**src/rtl/xms_pkg.sv**
```systemverilog
package xms_pkg;
  localparam int NUM_CLASS = 3;
  // Priority order: index 0 is searched first.
  localparam logic [7:0] CLASS_BASE [NUM_CLASS] = '{8'h40, 8'h20, 8'h10};
  localparam logic [7:0] ULTRA_CLAMP_ABOVE = 8'h42;
  localparam logic [7:0] FAST_ULTRA_BITS   = 8'h78;
  localparam logic [7:0] SLOW_ULTRA_BITS   = 8'h07;
  localparam logic [7:0] LEGACY_MAX        = 8'd2;

  typedef struct packed {
    logic load;
  } xmsStrobe_t;
endpackage

```
**src/rtl/xms_ctrl.sv**
```systemverilog
module xms_ctrl
  import xms_pkg::*;
(
  input  logic       clk,
  input  logic       rstN,
  input  logic       reqValid,
  output xmsStrobe_t strobe,
  output logic       modeValid
);
  always_comb strobe.load = reqValid;

  always_ff @(posedge clk) begin
    if (!rstN) modeValid <= 1'b0;
    else       modeValid <= reqValid;
  end
endmodule

```
**src/rtl/xms_datapath.sv**
```systemverilog
module xms_datapath
  import xms_pkg::*;
#(
  parameter int MODE_W = 8,
  parameter int MASK_W = 8,
  parameter int ID_W   = 16
) (
  input  logic              clk,
  input  logic              rstN,
  input  xmsStrobe_t        strobe,
  input  logic [MODE_W-1:0] reqMode,
  input  logic [2:0]        idValid,
  input  logic [ID_W-1:0]   driveUltra,
  input  logic [ID_W-1:0]   driveMword,
  input  logic [ID_W-1:0]   driveSword,
  input  logic [ID_W-1:0]   legacyTiming,
  input  logic [MASK_W-1:0] hostUltraMask,
  input  logic [MASK_W-1:0] hostMwMask,
  input  logic [MASK_W-1:0] hostSwMask,
  input  logic              cable80,
  input  logic              nonDisk,
  input  logic              noDmaNonDisk,
  output logic [MODE_W-1:0] modeOut
);
  localparam int IDX_W = (MASK_W > 1) ? $clog2(MASK_W) : 1;

  function automatic logic [IDX_W-1:0] topBit(input logic [MASK_W-1:0] m);
    logic [IDX_W-1:0] r;
    r = '0;
    for (int i = 0; i < MASK_W; i++)
      if (m[i]) r = IDX_W'(i);
    return r;
  endfunction

  logic [MASK_W-1:0] classMask [NUM_CLASS];
  logic [NUM_CLASS-1:0] classHit;
  logic [MODE_W-1:0] classMode [NUM_CLASS];
  logic [MASK_W-1:0] ultraRaw, legacyMask;
  logic [7:0]        legacyVal;
  logic [MODE_W-1:0] chosen, limited;

  // ultra class
  always_comb begin
    ultraRaw = idValid[2] ? (hostUltraMask & driveUltra[MASK_W-1:0]) : '0;
    classMask[0] = ultraRaw;
    if ((reqMode > MODE_W'(ULTRA_CLAMP_ABOVE)) && !cable80 &&
        |(ultraRaw & MASK_W'(FAST_ULTRA_BITS)))
      classMask[0] = ultraRaw & MASK_W'(SLOW_ULTRA_BITS);
  end

  // multiword class
  always_comb
    classMask[1] = idValid[1] ? (hostMwMask & driveMword[MASK_W-1:0]) : '0;

  // single-word class, with legacy timing fallback
  always_comb begin
    legacyVal  = legacyTiming[7:0];
    legacyMask = '0;
    if (legacyVal <= LEGACY_MAX)
      legacyMask = (MASK_W'(2) << legacyVal[1:0]) - MASK_W'(1);
    classMask[2] = idValid[1] ? (driveSword[MASK_W-1:0] & hostSwMask)
                              : (legacyMask & hostSwMask);
  end

  for (genvar c = 0; c < NUM_CLASS; c++) begin : g_class
    always_comb begin
      classHit[c]  = (reqMode >= MODE_W'(CLASS_BASE[c])) && (|classMask[c]);
      classMode[c] = MODE_W'(CLASS_BASE[c]) + MODE_W'(topBit(classMask[c]));
    end
  end

  always_comb begin
    chosen = '0;
    for (int c = NUM_CLASS - 1; c >= 0; c--)
      if (classHit[c]) chosen = classMode[c];
    if (nonDisk && noDmaNonDisk) chosen = '0;
    limited = (chosen < reqMode) ? chosen : reqMode;
  end

  always_ff @(posedge clk) begin
    if (!rstN)            modeOut <= '0;
    else if (strobe.load) modeOut <= limited;
  end
endmodule

```
**src/rtl/xfer_mode_select.sv**
```systemverilog
module xfer_mode_select
  import xms_pkg::*;
#(
  parameter int MODE_W = 8,
  parameter int MASK_W = 8,
  parameter int ID_W   = 16
) (
  input  logic              clk,
  input  logic              rstN,
  input  logic              reqValid,
  input  logic [MODE_W-1:0] reqMode,
  input  logic [2:0]        idValid,
  input  logic [ID_W-1:0]   driveUltra,
  input  logic [ID_W-1:0]   driveMword,
  input  logic [ID_W-1:0]   driveSword,
  input  logic [ID_W-1:0]   legacyTiming,
  input  logic [MASK_W-1:0] hostUltraMask,
  input  logic [MASK_W-1:0] hostMwMask,
  input  logic [MASK_W-1:0] hostSwMask,
  input  logic              cable80,
  input  logic              nonDisk,
  input  logic              noDmaNonDisk,
  output logic [MODE_W-1:0] modeOut,
  output logic              modeValid
);
  xmsStrobe_t strobe;

  xms_ctrl u_ctrl (
    .clk(clk), .rstN(rstN), .reqValid(reqValid),
    .strobe(strobe), .modeValid(modeValid)
  );

  xms_datapath #(.MODE_W(MODE_W), .MASK_W(MASK_W), .ID_W(ID_W)) u_dp (
    .clk(clk), .rstN(rstN), .strobe(strobe), .reqMode(reqMode),
    .idValid(idValid), .driveUltra(driveUltra), .driveMword(driveMword),
    .driveSword(driveSword), .legacyTiming(legacyTiming),
    .hostUltraMask(hostUltraMask), .hostMwMask(hostMwMask),
    .hostSwMask(hostSwMask), .cable80(cable80), .nonDisk(nonDisk),
    .noDmaNonDisk(noDmaNonDisk), .modeOut(modeOut)
  );
endmodule

```
**config.mk**
```make
export PLATFORM = sky130hd
export DESIGN_NAME = xfer_mode_select
export DESIGN_NICKNAME = d
export VERILOG_FILES = /design/src/rtl/xms_pkg.sv /design/src/rtl/xms_ctrl.sv /design/src/rtl/xms_datapath.sv /design/src/rtl/xfer_mode_select.sv
export SDC_FILE = /design/constraint.sdc
export NUM_CORES = 1
export LEC_CHECK = 0
export BUFFER_PORTS_ARGS = -buffer_cell sky130_fd_sc_hd__buf_2
export CAP_MARGIN = 20
export CORE_AREA = 2 2 65 67
export CTS_BUF_LIST = sky130_fd_sc_hd__clkbuf_16
export DETAILED_ROUTE_END_ITERATION = 8
export DIE_AREA = 0 0 67 69
export HOLD_SLACK_MARGIN = 0.05
export PLACE_DENSITY_LB_ADDON = 0.25
export SETUP_SLACK_MARGIN = 0.02
export SLEW_MARGIN = 25
export SYNTH_ARGS = -nofsm -noshare
export SYNTH_HDL_FRONTEND = slang
export SYNTH_SLANG_ARGS = --single-unit
```
**constraint.sdc**
```tcl
create_clock -name clk -period 3.6 [get_ports clk]
set_input_delay 0.72 -clock clk [delete_from_list [all_inputs] [get_ports clk]]
set_output_delay 0.72 -clock clk [all_outputs]
set_load 0.1 [all_outputs]
```
=== Word level (Yosys, flattened, before mapping) ===
Index checks and enable logic that the tools add are counted.

* Register bits after elaboration: 9
* Bits of input ports: 105
* Output and inout bits: 9
* Word-level logic and storage cells: 59

* $add $sub $neg: 4
* $lt $le $gt $ge: 6
* Shift-type cells: 1
* Multiplexer cells: 31
* Bitwise logic cells: 4
* Reductions and logical operators: 11

{| class="wikitable"
|+ Operators by type and width
! kind !! count
|-
| 8-bit 2-to-1 mux || 10
|-
| 3-bit 2-to-1 mux || 12
|-
| 8-bit AND || 4
|-
| 8-bit OR reduction || 3
|-
| 2-bit 2-to-1 mux || 6
|-
| 7-bit by 3-bit adder with 8-bit output (first input constant) || 1
|-
| 8-bit by 5-bit greater-or-equal comparator with 1-bit output (second input constant) || 1
|-
| 8-bit by 6-bit greater-or-equal comparator with 1-bit output (second input constant) || 1
|-
| 8-bit by 7-bit greater-or-equal comparator with 1-bit output (second input constant) || 1
|-
| 8-bit by 7-bit greater-than comparator with 1-bit output (second input constant) || 1
|-
| 8-bit by 2-bit less-or-equal comparator with 1-bit output (second input constant) || 1
|-
| 8-bit < comparator || 1
|-
| 2-bit by 2-bit << shifter with 8-bit output (first input constant) || 1
|-
| 8-bit by 2-bit subtractor with 8-bit output (second input constant) || 1
|-
| 6-bit by 3-bit adder with 7-bit output (first input constant) || 1
|-
| 5-bit by 3-bit adder with 6-bit output (first input constant) || 1
|-
| 1-bit logical AND || 6
|-
| 4-bit OR reduction || 1
|-
| 1-bit 2-to-1 mux || 3
|-
| 1-bit zero test || 1
|}

=== Logic depth before layout (Yosys ltp) ===
Gate-level depths: netlist (run 1).

* Depth after elaboration: 19
* Gate-level depth with buffers: 15
* Gate-level depth less buffers: 15

=== Cells and area by module ===
A second synthesis (run 1) with hierarchy kept.

* Cells, all modules: 163
* Area total of the unflattened synthesis: 1261.2 µm²

{| class="wikitable"
|+ By module, submodules not included
! module !! instances !! cells each !! area each (µm²) !! sequential area each (µm²)
|-
| xms_datapath || 1 || 160 || 1227.4 || 160.2
|-
| xms_ctrl || 1 || 3 || 33.8 || 20.0
|}

=== Worst setup path after synthesis (run 1) ===
OpenSTA, ideal clock, no wires.

* Path type: input port to flip-flop
* Start point: input port legacyTiming[1]
* End point: register u_dp.modeOut[6]
* Setup time: 0.132 ns
* Arrival time: 3.661 ns
* Required time: 3.468 ns
* Path slack: -0.194 ns
* Stages: 15
* Path buffers: 0
* Cell sequence: or2_2 -> ha_1 -> nand2b_1 -> o211a_1 -> o41a_1 -> o22ai_4 -> o21bai_1 -> a311oi_1 -> ha_1 -> o21a_1 -> o21bai_1 -> a21oi_1 -> or2_2 -> nor4_1 -> a311oi_2

* Word-level cells in the longest chain between the ends: 19
* Elaborated cells on any way between the ends: 22
* Classes of those cells: add/sub: 2; order compare: 2; shift: 1; mux: 14; bitwise: 1; reduce/logical: 2

{| class="wikitable"
|+ Ends and longest elaborated chain
! element !! RTL line !! text
|-
| from (decl) || xfer_mode_select.sv:16 || <nowiki>input logic [ID_W-1:0] legacyTiming,</nowiki>
|-
| 2-bit by 2-bit << shifter with 8-bit output || xms_datapath.sv:60 || <nowiki>legacyMask = (MASK_W'(2) << legacyVal[1:0]) - MASK_W'(1);</nowiki>
|-
| 8-bit by 2-bit subtractor with 8-bit output || xms_datapath.sv:60 ||
|-
| 8-bit 2-to-1 mux (*) || xms_datapath.sv:59 || <nowiki>if (legacyVal <= LEGACY_MAX)</nowiki>
|-
| 8-bit AND (*) || xms_datapath.sv:62 || <nowiki>: (legacyMask & hostSwMask);</nowiki>
|-
| 8-bit 2-to-1 mux (*) || xms_datapath.sv:61 || <nowiki>classMask[2] = idValid[1] ? (driveSword[MASK_W-1:0] & hostSwMask)</nowiki>
|-
| 1-bit 2-to-1 mux || xms_datapath.sv:31 || <nowiki>if (m[i]) r = IDX_W'(i);</nowiki>
|-
| 2-bit 2-to-1 mux (2 in series) || xms_datapath.sv:31 ||
|-
| 3-bit 2-to-1 mux (4 in series) || xms_datapath.sv:31 ||
|-
| 5-bit by 3-bit adder with 6-bit output || xms_datapath.sv:68 || <nowiki>classMode[c] = MODE_W'(CLASS_BASE[c]) + MODE_W'(topBit(classMask[c]));</nowiki>
|-
| 8-bit 2-to-1 mux (*) (3 in series) || xms_datapath.sv:75 || <nowiki>if (classHit[c]) chosen = classMode[c];</nowiki>
|-
| 8-bit 2-to-1 mux (*) || xms_datapath.sv:76 || <nowiki>if (nonDisk && noDmaNonDisk) chosen = '0;</nowiki>
|-
| 8-bit < comparator (*) || xms_datapath.sv:77 || <nowiki>limited = (chosen < reqMode) ? chosen : reqMode;</nowiki>
|-
| 8-bit 2-to-1 mux (*) || xms_datapath.sv:77 ||
|-
| to (signal assigned) || xms_datapath.sv:82 || <nowiki>else if (strobe.load) modeOut <= limited;</nowiki>
|-
| to (decl) || xms_datapath.sv:23 || <nowiki>output logic [MODE_W-1:0] modeOut</nowiki>
|}

Every way passes the cells marked *; elsewhere a longest branch is shown, timed or not.
A chain may end at the register's enable or synchronous reset.

=== Worst setup path after layout (run 1) ===
Same ends and word-level chain as after synthesis.

==> results by group, run 1 <==
Outcome
  • Status: finished clean

Synth
  • Synth cell types: 60
  • Async SR Flop Fraction: 0
  • Syn_nets: 285
  • Sequential area share after synthesis: 0.137
  • Post-synth EDFFs: 0
  • Mean area per synthesized cell: 7.55 um^2
  • Cell area after synthesis: 0.00131 mm^2
  • Post-Synthesis Cells: 174
  • Warnings, synthesis: 0
  • Top_reg_cell synth: dfxtp_1
  • Synth Register Bits: 9

STA
  • Fin Hold WS: 457 ps
  • Worst clock skew: 0 ps
  • # setup viols final: 0
  • Final Max Tran Viols: 0
  • Max Fclk: 0.279 GHz
  • Tcrit/Tclk final: 0.997
  • Final hold vios: 0
  • Tmin final: 3590 ps
  • Worst Tran Pin Value: 493 ps
  • RSZ-0062 raised after global routing: yes
  • Slew HR: 0.674

GRT
  • Largest net degree at the start of global routing: 11
  • First-pass GRT wire length: 6.54 mm
  • GRT met1 Usage: 0.202
  • M3 GR Usage: 0.0179
  • Congestion Overflow GR: 0
  • Initial antenna violation count: 0
  • Met2 GRT Util: 0.308
  • Most Crowded Layer GR: met2
  • Gr usage total: 0.170
  • Vias in the first global route: 1678

Placement
  • # placed instances: 336
  • Placement Cell Area: 0.00202 mm^2
  • Detailed Place HPWL: 3.30 mm
  • IO buf count: 80
  • Placer Congestion: 0.790

Floorplan
  • I/O pin count: 114
  • Site row count: 23
  • Die Ht: 69 um
  • Initial core utilization: 0.336
  • Core area: 0.00391 mm^2
  • Die width: 67 um
  • Area of the die: 0.00462 mm^2

Power
  • Clock power frac: 0.319
  • Net Sw Frac: 0.361
  • Comb pwr share: 0.503
  • Max VDD drop: 0.115 mV
  • Seq pwr share: 0.178
  • Switch Pwr: 222 uW
  • Leak: 1.11 nW
  • Pwr Density: 276 mW/mm^2
  • Internal: 392 uW
  • Power consumption: 614 uW

Clock tree
  • Root buffer cell: clkbuf_16
  • H-tree levels: 1
  • CTS tree: yes
  • Reg clk slew, reported paths: 40 ps
  • Worst-Skew Late Latency: 240 ps
  • Hold_buf cts: 0
  • Clock tree buffer depth: 2
  • CTS Buf Count: 3
  • Clock Sinks: 9

Critical path
  • Critical Path Fanout Max: 5
  • CP Data Arrival Time: 3740 ps
  • Critical Path End Type: register
  • Reg2reg setup slack: 2910 ps
  • WP data required: 3750 ps
  • Startpoint types: input pin
  • Kind of critical path: in -> reg

Cells and area
  • Layout area overhead: 69.6%
  • # nets final: 404
  • Most frequent cells in the layout: 78 x buf_2, 35 x buf_4, 21 x nand2_1
  • Non-Filler Cell Area, Final: 0.00223 mm^2
  • Layout cell share with drive strength beyond 1: 0.521
  • Cell Count, Final, Fillers Out: 342
  • ANT cells: 0
  • Register area: 180 um^2
  • Layout filler cell count: 396
  • Most common cell after layout, fill and taps aside: buf_2
  • Area of the multi-input gates: 0.00118 mm^2

Routing
  • Drt first pass iters: 4
  • DRC viols: 0
  • Via-to-Cell Ratio: 5.23
  • Routed WL per cell: 12.0 um
  • DR iter-0 viols: 42
  • Vias post-DR: 1787
  • Routed WL: 4.11 mm
  • Final ANT Viol Nets: 0

Flow run
  • Max-cap violation count: 0

Hold path
  • Hold Crit Class: reg -> reg
## timing repair
action	4_1_cts	5_1_grt
gates resized for setup	7	18
endpoints found under the hold margin	0	0
pin swaps	7	14
cloned	0	0
endpoints found under the setup margin	5	6
buffers inserted	1	2
## through the flow
stage / utilization / worst slack [ps] / setup TNS (ps)
finish: 0.569 / 12.1 / 0
global route: 0.569 / -98.8 / -327
CTS: 0.548 / 35.5 / 0
detailed placement: 0.517 / -319 / -1580
global placement: 0.517 / -294 / -1430
floorplan: - / -5.12 / -5.12
## area by class of cell
class                   instances  share of cell area
clock inverters                 1             0.00168
flip-flops and latches          9              0.0809
well taps                      50              0.0281
clock buffers                   3              0.0337
repair buffers                117               0.313
multi-input cells             154               0.529
inverters                       8              0.0135
## Yosys cell counts, types with 3 or more instances
cell type	number	area, um^2
a21oi_1	9	45.0
a22oi_1	6	45.0
o21ai_0	12	60.1
o21bai_1	4	30.0
inv_1	8	30.0
a311oi_1	3	26.3
and3_1	4	25.0
nor2_1	14	52.6
nand2b_1	5	31.3
or2_2	3	18.8
o211a_1	3	30.0
nand2_1	22	82.6
a211oi_1	3	22.5
ha_1	6	75.1
a31oi_1	5	31.3
dfxtp_1	9	180
nor3_1	4	20.0
nand3_1	5	25.0
## worst max-delay path, stage by stage
cell	delay, ps
buf_6	100
buf_6	100
nand2b_4	130
ha_4	230
nand2b_1	60
o211a_1	170
buf_6	100
a21oi_2	40
a311oi_2	320
o21bai_4	80
a311oi_2	350
ha_2	340
o21a_1	200
o21bai_4	190
a21oi_2	60
nor2_1	110
buf_4	150
nand2_2	60
a311oi_2	220
## kinds of logic after synthesis
family          synth area share
compound gates             0.473
fa+ha+maj                 0.0571
buf+inv                   0.0457
flops                      0.137
simple gates               0.287
## flip-flops by register name, indices dropped and copies added, names as in the netlist
signal            cells
u_dp.modeOut          8
u_ctrl.modeValid      1
## power groups by stage
stage               registers, mW  logic [mW]  clock network (mW)
floorplan                   0.159       0.124                   0
global placement            0.111       0.282                   0
detailed placement          0.111       0.284                   0
CTS                         0.109       0.291               0.199
global route                0.110       0.334               0.201
finish                      0.109       0.309               0.196
## final timing paths
check | from | endpoint | cells past startpoint
worst max-delay path | legacyTiming[1] | u_dp.modeOut[6] | 19
worst min-delay path | u_dp.modeOut[0] | u_dp.modeOut[0] | 2
worst max register to register | u_dp.modeOut[4] | u_dp.modeOut[4] | 2
worst min register to register | u_dp.modeOut[0] | u_dp.modeOut[0] | 2
## per-layer routing
| layer | routed length [um] | part of all wire | up-vias |
|---|---|---|---|
| li1 | - | - | 923 |
| met1 | 1760 | 0.43 | 807 |
| met2 | 2050 | 0.50 | 52 |
| met3 | 253 | 0.062 | 5 |
| met4 | 51 | 0.012 | 0 |
| met5 | 0 | 0 | - |
(Power assumes the default switching activity.)
==> run 2, diff against run 1 <==
--- a/config.mk
+++ b/config.mk
@@ -5,6 +5,7 @@
 export SDC_FILE = /design/constraint.sdc
 export NUM_CORES = 1
 export LEC_CHECK = 0
+export ABC_AREA = 1
 export BUFFER_PORTS_ARGS = -buffer_cell sky130_fd_sc_hd__buf_2
 export CAP_MARGIN = 20
 export CORE_AREA = 2 2 65 67
==> results by group, run 2 <==
Outcome
  • Status: finished clean

STA
  • # setup viols final: 0 (unchanged)
  • Worst Tran Pin Value: 491 ps (-2.15 ps)
  • Final Max Tran Viols: 0 (unchanged)
  • Worst clock skew: 0 ps (unchanged)
  • Slew HR: 0.675 (+0.00142)
  • RSZ-0062 raised after global routing: no
  • Tmin final: 2990 ps (-598 ps)
  • TNS Setup: 0 ps (unchanged)
  • Final hold vios: 0 (unchanged)
  • Tcrit/Tclk final: 0.830 (-0.166)
  • Max Fclk: 0.334 GHz (+20%)

Floorplan
  • Die Ht: 69 um (unchanged)
  • Die width: 67 um (unchanged)
  • Initial core utilization: 0.328 (-0.00799)
  • Area of the die: 0.00462 mm^2 (unchanged)
  • Site row count: 23 (unchanged)
  • I/O pin count: 114 (unchanged)
  • Core area: 0.00391 mm^2 (unchanged)

Power
  • Leak: 1.13 nW (+1.8%)
  • Max VDD drop: 0.100 mV (-13%)
  • Pwr Density: 304 mW/mm^2 (+10%)

Routing
  • Drt first pass iters: 4 (unchanged)
  • Routed WL per cell: 8.78 um (-27%)
  • DR iter-0 viols: 33 (-21%)
  • Routed WL: 3.17 mm (-23%)
  • DRC viols: 0 (unchanged)
  • Via-to-Cell Ratio: 4.41 (-16%)
  • Vias post-DR: 1592 (-11%)
  • Final ANT Viol Nets: 0 (unchanged)

Cells and area
  • Top flop regs: u_dp.modeOut: 8 flops, u_ctrl.modeValid: 1 flops
  • Most frequent cells in the layout: 82 x nand2_1, 80 x buf_2, 32 x inv_1
  • Final core utilization: 0.466 (-0.103)
  • ANT cells: 0 (unchanged)
  • Max reg flops: 8 (unchanged)
  • Most flop-heavy register: u_dp.modeOut
  • Layout cell share with drive strength beyond 1: 0.357 (-0.164)
  • # nets final: 423 (+4.7%)
  • Layout area overhead: 42.2%
  • Most common cell after layout, fill and taps aside: nand2_1

Synth
  • Post-Synthesis Cells: 227 (+30%)
  • Syn_nets: 338 (+19%)
  • Top-count cell post-synth: nand2_1
  • Post-synth EDFFs: 0 (unchanged)
  • Cell area after synthesis: 0.00128 mm^2 (-2.4%)
  • Synth cell types: 27 (-55%)
  • Dominant cells by area after synthesis: nand2_1 24%, dfxtp_1 14%, nand3_1 11%
  • Top_reg_cell synth: dfxtp_1
  • Area leader, netlist: nand2_1
  • Synth top cells by count: 82 x nand2_1, 31 x inv_1, 28 x nand3_1
  • Synth top area share: 0.240 (+0.103)
  • Synth Register Bits: 9 (unchanged)
  • Async SR Flop Fraction: 0 (unchanged)
  • Warnings, synthesis: 0 (unchanged)
  • Mean area per synthesized cell: 5.65 um^2 (-25%)
  • Sequential area share after synthesis: 0.140 (+0.00334)

Clock tree
  • H-tree levels: 1 (unchanged)
  • Clock Sinks: 9 (unchanged)
  • Root buffer cell: clkbuf_16
  • # Post-CTS Setup Buffers: 0 (-1)
  • Post-CTS resize count: 0 (-7)
  • CTS Buf Count: 3 (unchanged)
  • Worst-Skew Late Latency: 230 ps (about the same)
  • CTS tree: yes
  • Clock tree buffer depth: 2 (unchanged)
  • Reg clk slew, reported paths: 40 ps (about the same)
  • Hold_buf cts: 0 (unchanged)

Placement
  • Placer Congestion: 0.787 (-0.38%)
  • IO buf count: 80 (unchanged)
  • Detailed Place HPWL: 2.85 mm (-14%)

Critical path
  • Reg2reg setup slack: 3020 ps (+110 ps)
  • Worst reg2reg endpoint: u_dp.modeOut[7]
  • WP data required: 3770 ps (+20 ps)
  • CP Data Arrival Time: 3160 ps (-580 ps)
  • Critical Path End Type: register
  • Reg2reg start: u_dp.modeOut[7]
  • Critical Path Fanout Max: 7 (+2)
  • Kind of critical path: in -> reg
  • Startpoint types: input pin
  • Worst R2R Path Depth: 1 (-1)

Hold path
  • Hold Crit Class: reg -> reg
  • Hold path start: u_dp.modeOut[0]
  • Worst Hold End: u_dp.modeOut[0]
  • Hold Path Depth: 2 (unchanged)

GRT
  • Gr usage total: 0.145 (-0.0247)
  • Vias in the first global route: 1489 (-11%)
  • First-pass GRT wire length: 5.66 mm (-13%)
  • Congestion Overflow GR: 0 (unchanged)
  • Initial antenna violation count: 0 (unchanged)
  • Largest net degree at the start of global routing: 14 (+3)

Flow run
  • Max-cap violation count: 0 (unchanged)
[run 2: cell types whose count changed after synthesis, sizes merged, moves of 6 or more]
cell	before	now
a22oi	6	0
inv	8	32
nor2	14	27
nand3	5	34
nand2	22	91
a31oi	6	0
o21ai	13	6
[run 2: cell families after synthesis]
logic type,Yosys count,synth area share
and+or+nand+nor,158,0.583
DFF,9,0.140
adders and majority gates,6,0.0585
buffers and inverters,33,0.0995
AOI/OAI and AO/OA,21,0.118
[run 2: layout make-up]
cell class	count	area, um^2
Clock buffer	3	75.1
Clock inverter	1	3.75
Fill cell	461	2090
Inverter	32	120
Multi-Input combinational cell	185	975
Sequential cell	9	180
Tap cell	50	62.6
Timing Repair Buffer	81	408
[run 2: worst max-delay path by stage]
stage / startpoint / to / slack [ps] / depth (start not counted)
floorplan: legacyTiming[1] / u_dp.modeOut[0] / 690 / 19
global route: legacyTiming[1] / u_dp.modeOut[0] / 250 / 25
CTS: legacyTiming[1] / u_dp.modeOut[2] / 600 / 25
global placement: legacyTiming[1] / u_dp.modeOut[2] / 400 / 24
finish: legacyTiming[1] / u_dp.modeOut[2] / 610 / 25
detailed placement: legacyTiming[1] / u_dp.modeOut[1] / 370 / 24
[run 2: critical path, cell delays in order]
cell	delay [ps]
buf_2	110
nor2_1	140
inv_1	60
ha_1	280
inv_1	60
o21ai_0	60
nor2_1	130
nand2_1	80
nand2_1	60
nor2_1	50
a21oi_2	170
o21ai_0	120
o211ai_1	110
nand2_1	110
inv_1	70
ha_1	220
nand2_1	60
nand2_1	40
nand2_1	60
nand2_2	60
nand2_4	100
nand2_4	80
nand2_1	60
nand3_1	70
nand2_1	60
[run 2: power breakdown]
part | switching, mW | internal [mW]
clock | 0.0425 | 0.145
sequential | 0.00291 | 0.108
combinational | 0.166 | 0.0904
total | 0.212 | 0.343
[run 2: per-stage QoR]
step	area (um^2)	worst slack (ps)	power, mW	hold slack [ps]	cells
6_report	1820	610	0.555	445	361
5_1_grt	1820	246	0.598	463	361
4_1_cts	1820	597	0.564	449	361
3_5_place_dp	1750	368	0.371	436	357
3_3_place_gp	1750	401	0.369	433	357
2_1_floorplan	1280	687	0.297	796	227
[run 2: routing by layer]
layer	GRT usage	share of wire
met5	0	0
met3	0.0114	0.053
met2	0.268	0.49
met4	0.0272	0
met1	0.178	0.46
